## src/rtl/cfgp_pkg.sv

```systemverilog
package cfgp_pkg;
   typedef enum logic [3:0] {
      ST_IDLE, ST_HUNT, ST_CTRL, ST_JUMP, ST_CNT, ST_NULL,
      ST_SLO, ST_SHI, ST_ELO, ST_EHI, ST_DATA, ST_CLOSE,
      ST_FIN, ST_CASC
   } pst_e;
   localparam logic [7:0] SYNC_BYTE = 8'hB2;
   localparam logic [7:0] END_BYTE  = 8'h4D;
endpackage

```

## src/rtl/cfgp_segcnt.sv

```systemverilog
module cfgp_segcnt #(
   parameter int CNT_W = 8
) (
   input  logic             clk,
   input  logic             rst_n,
   input  logic             ld,
   input  logic [CNT_W-1:0] raw,
   input  logic             dec,
   output logic             last
);
   logic [CNT_W-1:0] cnt_q;

   always_ff @(posedge clk or negedge rst_n) begin
      if (!rst_n)   cnt_q <= '0;
      else if (ld)  cnt_q <= ~raw;
      else if (dec) cnt_q <= cnt_q - 1'b1;
   end

   assign last = (cnt_q == CNT_W'(1));


   seg_underflow_chk: assert property (@(posedge clk) disable iff (!rst_n)
      dec |-> cnt_q != '0);
endmodule

```

## src/rtl/cfgp_window.sv

```systemverilog
module cfgp_window #(
   parameter int NCELLS = 64,
   parameter int SA_W   = 16
) (
   input  logic            clk,
   input  logic            rst_n,
   input  logic [7:0]      byte_in,
   input  logic            ld_slo,
   input  logic            ld_shi,
   input  logic            ld_elo,
   input  logic            ld_ehi,
   input  logic            adv,
   output logic [SA_W-1:0] ptr,
   output logic            at_end,
   output logic            bad_next
);
   logic [SA_W-1:0] s_q, e_q, p_q;
   logic [SA_W-1:0] end_next;

   assign end_next = {byte_in, e_q[7:0]};
   assign bad_next = (s_q > end_next) || ({1'b0, end_next} >= (SA_W+1)'(NCELLS));
   assign at_end   = (p_q == e_q);
   assign ptr      = p_q;

   always_ff @(posedge clk or negedge rst_n) begin
      if (!rst_n) begin
         s_q <= '0;
         e_q <= '0;
         p_q <= '0;
      end else begin
         if (ld_slo) s_q[7:0]      <= byte_in;
         if (ld_shi) s_q[SA_W-1:8] <= byte_in;
         if (ld_elo) e_q[7:0]      <= byte_in;
         if (ld_ehi) begin
            e_q[SA_W-1:8] <= byte_in;
            p_q           <= s_q;
         end else if (adv && !at_end) begin
            p_q <= p_q + 1'b1;
         end
      end
   end


   ptr_step_chk: assert property (@(posedge clk) disable iff (!rst_n)
      (adv && !at_end && !ld_ehi) |=> p_q == SA_W'($past(p_q) + 1'b1));

   ptr_in_window_chk: assert property (@(posedge clk) disable iff (!rst_n)
      (ld_ehi && !bad_next) |=> (p_q <= e_q && p_q < SA_W'(NCELLS)));
endmodule

```

## src/rtl/cfg_stream_parser.sv

```systemverilog
module cfg_stream_parser #(
   parameter int NCELLS     = 64,
   parameter int LOCK_BIT   = 4,
   parameter int JUMP_BYTES = 3,
   parameter bit HAS_VERIFY = 1'b1,
   localparam int AW        = $clog2(NCELLS)
) (
   input  logic          clk,
   input  logic          rst_n,
   input  logic [7:0]    byte_in,
   input  logic          byte_vld,
   input  logic          start_n,
   input  logic          sel_n,
   input  logic          verify_n,
   input  logic [7:0]    cell_rdata,
   output logic [AW-1:0] cell_addr,
   output logic [7:0]    cell_wdata,
   output logic          cell_we,
   output logic          busy_n,
   output logic          err_n,
   output logic          chain_sel_n
);
   import cfgp_pkg::*;

   localparam int SA_W = 16;
   localparam int JW   = (JUMP_BYTES > 1) ? $clog2(JUMP_BYTES) : 1;

   if (NCELLS < 2 || NCELLS > 32768) begin : g_bad_ncells
      $error("NCELLS out of range");
   end
   if (LOCK_BIT < 0 || LOCK_BIT > 7) begin : g_bad_lock
      $error("LOCK_BIT must select a bit of the control byte");
   end
   if (JUMP_BYTES < 1) begin : g_bad_jump
      $error("JUMP_BYTES must be at least 1");
   end

   pst_e            st_q, st_d;
   logic [JW-1:0]   jcnt_q;
   logic            lock_q, verify_q, err_q;
   logic            err_set, mismatch;
   logic            seg_last, at_end, bad_next;
   logic [SA_W-1:0] ptr;
   logic            take;

   assign take = byte_vld;

   cfgp_segcnt #(.CNT_W(8)) u_cnt (
      .clk  (clk),
      .rst_n(rst_n),
      .ld   (st_q == ST_CNT && take),
      .raw  (byte_in),
      .dec  (st_q == ST_DATA && take && at_end),
      .last (seg_last)
   );

   cfgp_window #(.NCELLS(NCELLS), .SA_W(SA_W)) u_win (
      .clk     (clk),
      .rst_n   (rst_n),
      .byte_in (byte_in),
      .ld_slo  (st_q == ST_SLO && take),
      .ld_shi  (st_q == ST_SHI && take),
      .ld_elo  (st_q == ST_ELO && take),
      .ld_ehi  (st_q == ST_EHI && take),
      .adv     (st_q == ST_DATA && take),
      .ptr     (ptr),
      .at_end  (at_end),
      .bad_next(bad_next)
   );

   if (HAS_VERIFY) begin : g_verify
      assign mismatch = (st_q == ST_DATA) && take && verify_q && (cell_rdata != byte_in);
   end else begin : g_noverify
      assign mismatch = 1'b0;
   end

   always_comb begin
      st_d    = st_q;
      err_set = 1'b0;
      unique case (st_q)
         ST_IDLE:  if (!start_n && !sel_n) st_d = ST_HUNT;
         ST_HUNT:  if (take && byte_in == SYNC_BYTE) begin
                      if (lock_q) begin
                         st_d    = ST_FIN;
                         err_set = 1'b1;
                      end else begin
                         st_d = ST_CTRL;
                      end
                   end
         ST_CTRL:  if (take) st_d = ST_JUMP;
         ST_JUMP:  if (take && jcnt_q == JW'(JUMP_BYTES-1)) st_d = ST_CNT;
         ST_CNT:   if (take) st_d = (byte_in == 8'hFF) ? ST_CLOSE : ST_NULL;
         ST_NULL:  if (take) st_d = ST_SLO;
         ST_SLO:   if (take) st_d = ST_SHI;
         ST_SHI:   if (take) st_d = ST_ELO;
         ST_ELO:   if (take) st_d = ST_EHI;
         ST_EHI:   if (take) begin
                      if (bad_next) begin
                         st_d    = ST_FIN;
                         err_set = 1'b1;
                      end else begin
                         st_d = ST_DATA;
                      end
                   end
         ST_DATA:  if (take && at_end) st_d = seg_last ? ST_CLOSE : ST_NULL;
         ST_CLOSE: if (take) begin
                      if (byte_in == END_BYTE) begin
                         st_d = ST_FIN;
                      end else if (byte_in == SYNC_BYTE) begin
                         st_d = ST_CASC;
                      end else begin
                         st_d    = ST_FIN;
                         err_set = 1'b1;
                      end
                   end
         ST_FIN:   if (start_n) st_d = ST_IDLE;
         ST_CASC:  if (start_n) st_d = ST_IDLE;
         default:  st_d = ST_IDLE;
      endcase
   end

   always_ff @(posedge clk or negedge rst_n) begin
      if (!rst_n) begin
         st_q     <= ST_IDLE;
         jcnt_q   <= '0;
         lock_q   <= 1'b0;
         verify_q <= 1'b0;
         err_q    <= 1'b0;
      end else begin
         st_q <= st_d;
         if (st_q == ST_IDLE && st_d == ST_HUNT) begin
            err_q    <= 1'b0;
            verify_q <= HAS_VERIFY && !verify_n;
            jcnt_q   <= '0;
         end else if (err_set || mismatch) begin
            err_q <= 1'b1;
         end
         if (st_q == ST_JUMP && take) jcnt_q <= jcnt_q + 1'b1;
         if (st_q == ST_CTRL && take && byte_in[LOCK_BIT]) lock_q <= 1'b1;
      end
   end

   assign cell_addr   = ptr[AW-1:0];
   assign cell_wdata  = byte_in;
   assign cell_we     = (st_q == ST_DATA) && take && !verify_q;
   assign busy_n      = !(st_q inside {ST_JUMP, ST_CNT, ST_NULL, ST_SLO, ST_SHI,
                                       ST_ELO, ST_EHI, ST_DATA, ST_CLOSE});
   assign err_n       = !err_q;
   assign chain_sel_n = (st_q != ST_CASC);


   err_hold_chk: assert property (@(posedge clk) disable iff (!rst_n)
      (!err_n && st_q != ST_IDLE) |=> !err_n);

   we_range_chk: assert property (@(posedge clk) disable iff (!rst_n)
      cell_we |-> (ptr < SA_W'(NCELLS)));

   lock_reject_chk: assert property (@(posedge clk) disable iff (!rst_n)
      (lock_q && st_q == ST_HUNT && take && byte_in == SYNC_BYTE) |=> (st_q == ST_FIN && !err_n));

   busy_release_chk: assert property (@(posedge clk) disable iff (!rst_n)
      (st_q == ST_FIN) |-> busy_n);
endmodule

```

## config.mk

```make
export PLATFORM = sky130hd
export DESIGN_NAME = cfg_stream_parser
export DESIGN_NICKNAME = d
export VERILOG_FILES = /design/src/rtl/cfgp_pkg.sv /design/src/rtl/cfgp_segcnt.sv /design/src/rtl/cfgp_window.sv /design/src/rtl/cfg_stream_parser.sv
export SDC_FILE = /design/constraint.sdc
export NUM_CORES = 1
export LEC_CHECK = 0
export ABC_AREA = 1
export BUFFER_PORTS_ARGS = -buffer_cell sky130_fd_sc_hd__clkbuf_2
export CAP_MARGIN = 20
export CORE_ASPECT_RATIO = 1.25
export CORE_MARGIN = 4
export CORE_UTILIZATION = 40
export CTS_CLUSTER_SIZE = 30
export DETAILED_ROUTE_END_ITERATION = 16
export MAX_ROUTING_LAYER = met4
export PLACE_DENSITY = 0.55
export SYNTH_ARGS = -nofsm -noshare
export SYNTH_HDL_FRONTEND = slang
export SYNTH_HIERARCHICAL = 1
export SYNTH_SLANG_ARGS = --single-unit
export TNS_END_PERCENT = 1
```

## constraint.sdc

```tcl
create_clock -name clk -period 2.65 [get_ports clk]
set_input_delay 0.1325 -clock clk [delete_from_list [all_inputs] [get_ports clk]]
set_output_delay 0.1325 -clock clk [all_outputs]
set_load 0.01 [all_outputs]
```

==> run_results.csv, run 1 <==
group,metric,value,unit
outcome,status,"finished clean",
final_layout,layout-drive-gt1-share,11.5,%
synth,ys_seq_elements,65,
synth,syn_nets,770,
detailed_routing,highest_layer,"met4",
clock_network,cts_max_level,3,
timing,finalHoldWorstSlack,0.154,ns
detailed_routing,drtAntennaViolNets,0,
synth,synth_warnings,6,
die,core,11200,um2
worst_setup_path,critPathTopFamily,"simple AND/OR/NAND/NOR gates",
global_routing,antenna_found_initial,0,
final_layout,utilization,47.0,%
global_routing,grt_overflow_total,0,
final_layout,syn2layout_area_growth,13.4,%
detailed_routing,avgRoutedWirePerCell,15.5,um
timing,timing.final.crit_period,2.08,ns
synth,netlist_area,4670,um2
worst_setup_path,crit_type,"flop to flop",
power,ir_worst_vdd,0.000305,V
final_layout,final_nets,808,
worst_setup_path,crit_path_start_kind,"flop",
power,power_leakage,2.85,nW
placement,port_buffers,39,
power,p_int,2.82,mW
timing,fmax,481,MHz
job,maxCapViolCount,0,
synth,synth_edf_count,0,
timing,drv_slew,0,
global_routing,grt_pass1_wl,22900,um
die,io_pins,40,
worst_setup_path,cp_max_fo,3,
detailed_routing,dr.pass1.iters,7,
worst_setup_path,worstPathArrival,2.28,ns
placement,place.gp.congestion,0.928,
detailed_routing,met1Wirelength,6130,um
power,switching_share,41.5,%
die,dieHeight,129,um
global_routing,track_usage,22.3,%
worst_setup_path,crit_path_cell_trace,"inv_1 -> ha_1 -> a21oi_1 -> o21ai_0 -> nand2_1 -> nand2_1 -> nand2_1 -> nand2_1 -> nand2_1 -> nand2_1 -> nor2_1 -> nor2_1 -> nand2_1 -> nand2_1 -> nor2_1 -> o21ai_1",
power,pwr-share-comb,39.2,%
power,p_per_area,910,nW/um2
clock_network,root_buffer,"clkbuf_16",
synth,yosysUniqueCellTypes,30,
detailed_routing,drtIter0Drc,181,
power,seqPwrFrac,35.9,%
power,power.share.clock,24.9,%
synth,synth_ff_type,"dfrtp_1",
detailed_routing,vias,4599,
timing,rsz0062_at_grt,"false",
synth,postSynthAreaPerCell,6.41,um2
min_path,hold_class,"primary input to flop",
global_routing,grt_start_max_net_pins,41,
timing,fin_crit_sh,78.4,%
detailed_routing,wl_met2,6840,um
timing,skew,0.00617,ns
placement,dp_hpwl,10600,um
power,power.switching,2.00,mW
final_layout,diodes,0,
synth,postSynth.asyncResetShare,100,%
timing,setup_tns,0,ns
clock_network,post_cts_buffers,0,
synth,yosysSeqAreaShare,34.9,%
detailed_routing,wl_met3,559,um
die,initial_core_util,41.5,%
die,rows,43,
synth,syn_inst,728,
clock_network,cts_inserted_buffers,9,
timing,finalHoldViolations,0,
clock_network,clockBufferDepth,2,
detailed_routing,via_per_inst,5.08,
timing,worstMarginPinSlew,0.700,ns
placement,place_area,4970,um2
worst_setup_path,critical_path_buf_inv_count,1,
timing,max_slew_margin,53.3,%
global_routing,first_global_vias,4497,
worst_setup_path,crit_path_frequent_cell,"nand2_1",
clock_network,clock_latency,0.33,ns
die,die_w,105,um
detailed_routing,route.final.wire_length,14000,um
clock_network,clk_transition_reported_paths,0.06,ns
worst_setup_path,worstPathRequired,2.86,ns
worst_setup_path,crit_path_max_incr_delay,0.38,ns
detailed_routing,drc,0,
final_layout,final_design_area_no_fill,5290,um2
clock_network,tritoncts,"built",
timing,setup_viol,0,
final_layout,nFillCells,1191,
clock_network,clkSinkCount,65,
worst_setup_path,critPathCaptureType,"flop",
die,die_area,13500,um2
worst_setup_path,crit_slowest_cell,"dfrtp_1",
flip-flops by register name, indices dropped and copies added, names as in the netlist:
name and cells:
err_q 1, jcnt_q 2, u_win/ptr 16, u_win/e_q 16, st_q 4, verify_q 1, lock_q 1, u_cnt/cnt_q 8
u_win/s_q 16
cells in the mapped netlist (2+ instances only):
| cell | n | area (um2) |
|---|---|---|
| o211ai_1 | 3 | 22.5 |
| o21ai_0 | 62 | 310 |
| ha_1 | 20 | 250 |
| nor2_1 | 71 | 267 |
| inv_2 | 15 | 56.3 |
| buf_4 | 10 | 75.1 |
| nand2_4 | 2 | 22.5 |
| o21ai_1 | 9 | 45.0 |
| dfrtp_1 | 65 | 1630 |
| nor2_2 | 3 | 18.8 |
| nor4_1 | 2 | 12.5 |
| buf_2 | 3 | 15.0 |
| nand4_1 | 9 | 56.3 |
| inv_1 | 97 | 364 |
| xor2_1 | 2 | 17.5 |
| nand2_1 | 248 | 931 |
| nand2_2 | 3 | 18.8 |
| clkbuf_1 | 8 | 30.0 |
| nor2_4 | 3 | 33.8 |
| o221ai_1 | 3 | 26.3 |
| a21oi_1 | 19 | 95.1 |
| nor3_1 | 7 | 35.0 |
| nand3_1 | 56 | 280 |
| clkinv_1 | 2 | 7.51 |
logic make-up (layout without fill, tap and decap cells):
family          Yosys count  in the layout  synth area share, %
buf+inv                 136            179                 12.0
fa+ha+maj                20             20                 5.36
compound gates           99             99                 11.2
flops                    65             65                 34.9
xor+xnor                  2              2                0.375
simple gates            406            406                 36.3
final cells by class:
class                           count  area (um2)  area share (%)
Inverter                          114         428            8.09
Multi-Input combinational cell    527        2480            46.9
Clock buffer                       11         243            4.59
Timing Repair Buffer               49         288            5.44
Sequential cell                    65        1630            30.7
Clock inverter                      5        55.1            1.04
Tap cell                          135         169            3.19
worst min-delay path: stages:
cell and delay, ns:
clkbuf_2 0.11, inv_1 0.12, a21oi_1 0.08
layout by cell type (no fill, tap or decap), types with 9 or more instances in the layout:
| cell type | instances |
|---|---|
| nand2_1 | 248 |
| inv_1 | 97 |
| nor2_1 | 71 |
| dfrtp_1 | 65 |
| o21ai_0 | 62 |
| nand3_1 | 56 |
| clkbuf_2 | 38 |
| ha_1 | 20 |
| a21oi_1 | 19 |
| inv_2 | 15 |
| o21ai_1 | 9 |
| nand4_1 | 9 |
| clkbuf_16 | 9 |
path summary, 6_finish.rpt:
kind	start	end	slack, ns	cells past startpoint
hold / removal	byte_in[2]	u_win/s_q[10]$_DFFE_PN0P_	0.15	3
setup / recovery	u_win/e_q[3]$_DFFE_PN0P_	err_q$_DFFE_PN0P_	0.57	16
max in group asynchronous	rst_n	st_q[2]$_DFF_PN0_	1.60	3
min in group asynchronous	rst_n	u_win/ptr[2]$_DFFE_PN0P_	0.39	2
setup reg to reg	u_win/e_q[3]$_DFFE_PN0P_	err_q$_DFFE_PN0P_	0.57	16
hold reg to reg	jcnt_q[0]$_DFFE_PN0P_	jcnt_q[0]$_DFFE_PN0P_	0.49	1
metal layers:
metal | vias to the layer above | GRT usage (%)
met5 | - | -
met4 | 0 | 10.3
met3 | 36 | 2.81
met2 | 107 | 38.1
met1 | 2084 | 26.4
li1 | 2372 | -
through the flow:
stage | setup slack [ns] | std cells | power (mW)
final | 0.572 | 906 | 4.82
after CTS | 0.573 | 906 | 4.86
after global routing | 0.284 | 906 | 5.26
after floorplan | 0.868 | 728 | 3.05
after detailed placement | 0.498 | 888 | 3.62
after global placement | 0.512 | 888 | 3.60
repair_timing:
item                      CTS  global route
hold endpoints to repair   28             0
gates resized for setup     0             0
hold buffers                2             0
power by group through the flow:
stage / clock, mW / combinational (mW) / sequential, mW
after global placement: 0 / 1.87 / 1.73
final: 1.20 / 1.89 / 1.73
after global routing: 1.29 / 2.18 / 1.79
after floorplan: 0 / 1.40 / 1.65
after detailed placement: 0 / 1.88 / 1.74
after CTS: 1.24 / 1.89 / 1.73
No activity file was read; power rests on OpenSTA's default activity.
==> inputs of run 2 (changes only) <==
==> constraint.sdc (replaced) <==
create_clock -name clk -period 2 [get_ports clk]
set_input_delay 0.1 -clock clk [delete_from_list [all_inputs] [get_ports clk]]
set_output_delay 0.1 -clock clk [all_outputs]
set_load 0.01 [all_outputs]
==> run_results.csv, run 2 (same netlist as run 1, synthesis figures left out) <==
group,metric,value,unit
final_layout,utilization,49.8,%
detailed_routing,dr.pass1.iters,4,
global_routing,track_usage,22.1,%
timing,max_slew_margin,62.6,%
clock_network,cts_inserted_buffers,9,
die,io_pins,40,
final_layout,diodes,0,
global_routing,antenna_found_initial,0,
timing,fin_crit_sh,97.0,%
min_path,worst_hold_startpoint,"byte_in[2]",
detailed_routing,drtAntennaViolNets,0,
worst_setup_path,cp_max_fo,2,
die,die_area,13500,um2
placement,numPlacedInstances,911,
final_layout,layout-drive-gt1-share,17.5,%
power,finalPower,6.82,mW
outcome,status,"finished clean",
timing,rsz0062_at_grt,"true",
clock_network,clock_latency,0.33,ns
detailed_routing,drc,0,
timing,setup_viol,0,
worst_setup_path,worstPathArrival,2.15,ns
clock_network,clockBufferDepth,2,
min_path,hold_class,"primary input to flop",
worst_setup_path,critPathCaptureType,"flop",
timing,timing.final.crit_period,1.94,ns
detailed_routing,avgRoutedWirePerCell,15.2,um
power,power_leakage,3.00,nW
power,ir_worst_vdd,0.000506,V
die,initial_core_util,41.5,%
timing,worstMarginPinSlew,0.561,ns
detailed_routing,via_per_inst,5.17,
worst_setup_path,r2r_start,"u_win/e_q[5]$_DFFE_PN0P_",
timing,fmax,515,MHz
clock_network,clkSinkCount,65,
die,die_w,105,um
clock_network,root_buffer,"clkbuf_16",
worst_setup_path,worstPathRequired,2.21,ns
die,core,11200,um2
final_layout,layout_commonest_cell,"nand2_1",
detailed_routing,drtIter0Drc,242,
min_path,hold_depth,3,
worst_setup_path,crit_type,"flop to flop",
die,rows,43,
power,p_per_area,1220,nW/um2
final_layout,stdcell_count,933,
timing,skew,0.00761,ns
timing,drv_slew,0,
worst_setup_path,crit_path_start_kind,"flop",
global_routing,grt_overflow_total,0,
global_routing,grt_start_max_net_pins,45,
worst_setup_path,critPathLaunch,"u_win/e_q[5]$_DFFE_PN0P_",
placement,place.gp.congestion,0.921,
final_layout,final_cell_mix,"nand2_1, inv_1, nor2_1",
clock_network,tritoncts,"built",
job,maxCapViolCount,0,
detailed_routing,route.final.wire_length,14100,um
worst_setup_path,r2r_cells,16,
clock_network,cts_max_level,3,
die,dieHeight,129,um
timing,finalHoldViolations,0,
global_routing,grt_pass1_wl,22700,um
clock_network,clk_transition_reported_paths,0.06,ns
global_routing,first_global_vias,4530,
final_layout,final_nets,836,
final_layout,syn2layout_area_growth,20.1,%
placement,port_buffers,39,
detailed_routing,vias,4824,
placement,dp_hpwl,10500,um
timing,setup_tns,0,ns
[run 2: cell count changes in the layout (fill, tap and decap cells not counted), sizes merged]
cell / before / now
buf: 9 / 37
clkbuf: 49 / 50
clkinvlp: 2 / 0
[run 2: repair_timing]
action                                  in CTS  in global routing
endpoints found under the hold margin       22                  0
pin swaps                                    0                  6
endpoints found under the setup margin       1                 11
setup buffers                                0                  5
gates resized for setup                      1                 25
hold buffers                                 2                  0
[run 2: power breakdown]
part,internal [mW],switching (mW),leakage (nW),total [mW]
Sequential,1.80,0.436,0.751,2.24
Clock,1.02,0.570,0.148,1.59
Combinational,1.26,1.74,2.10,2.99
[run 2: final timing paths]
check	endpoint	slack, ns
max	st_q[2]$_DFF_PN0_	0.06
min	u_win/s_q[10]$_DFFE_PN0P_	0.06
max reg2reg	st_q[2]$_DFF_PN0_	0.06
min reg2reg	jcnt_q[0]$_DFFE_PN0P_	0.48
max in group asynchronous	u_win/s_q[9]$_DFFE_PN0P_	1.04
min in group asynchronous	u_win/e_q[2]$_DFFE_PN0P_	0.30
[run 2: layout make-up]
class	instances	area (um2)
sequential	65	1630
clock inverter	3	40.0
tap	135	169
timing repair buffer	77	498
inverter	114	430
clock buffer	12	256
multi-input combinational	527	2580
fill	1162	5640
[run 2: per-stage QoR]
step                hold WS (ns)  worst slack, ns  cell area, um2
detailed placement         0.128           0.0210            5140
floorplan                 -0.196            0.218            4670
global route              0.0740           -0.132            5610
global placement           0.121           0.0675            5140
CTS                       0.0537           0.0106            5470
finish                    0.0646           0.0595            5610
[run 2: worst max-delay path, cell delays in order, from the launching register on]
cell and delay [ns]:
dfrtp_1 0.39, inv_2 0.08, ha_4 0.20, a21oi_2 0.14
nor2_1 0.05, nor3_1 0.13, nand2_1 0.09, nand2_1 0.06
nand2_1 0.05, nand2_2 0.07, nand2_2 0.06, nand2_2 0.07
o21ai_0 0.07, nand3_1 0.07, o211ai_1 0.09, nor2_1 0.11
nand3_1 0.07
[run 2: routing by layer]
metal / routed length, um / track usage [%] / vias up
li1: - / - / 2419
met1: 6230 / 27.0 / 2237
met2: 6800 / 36.2 / 140
met3: 666 / 3.56 / 28
met4: 437 / 9.58 / 0
met5: 0 / - / -
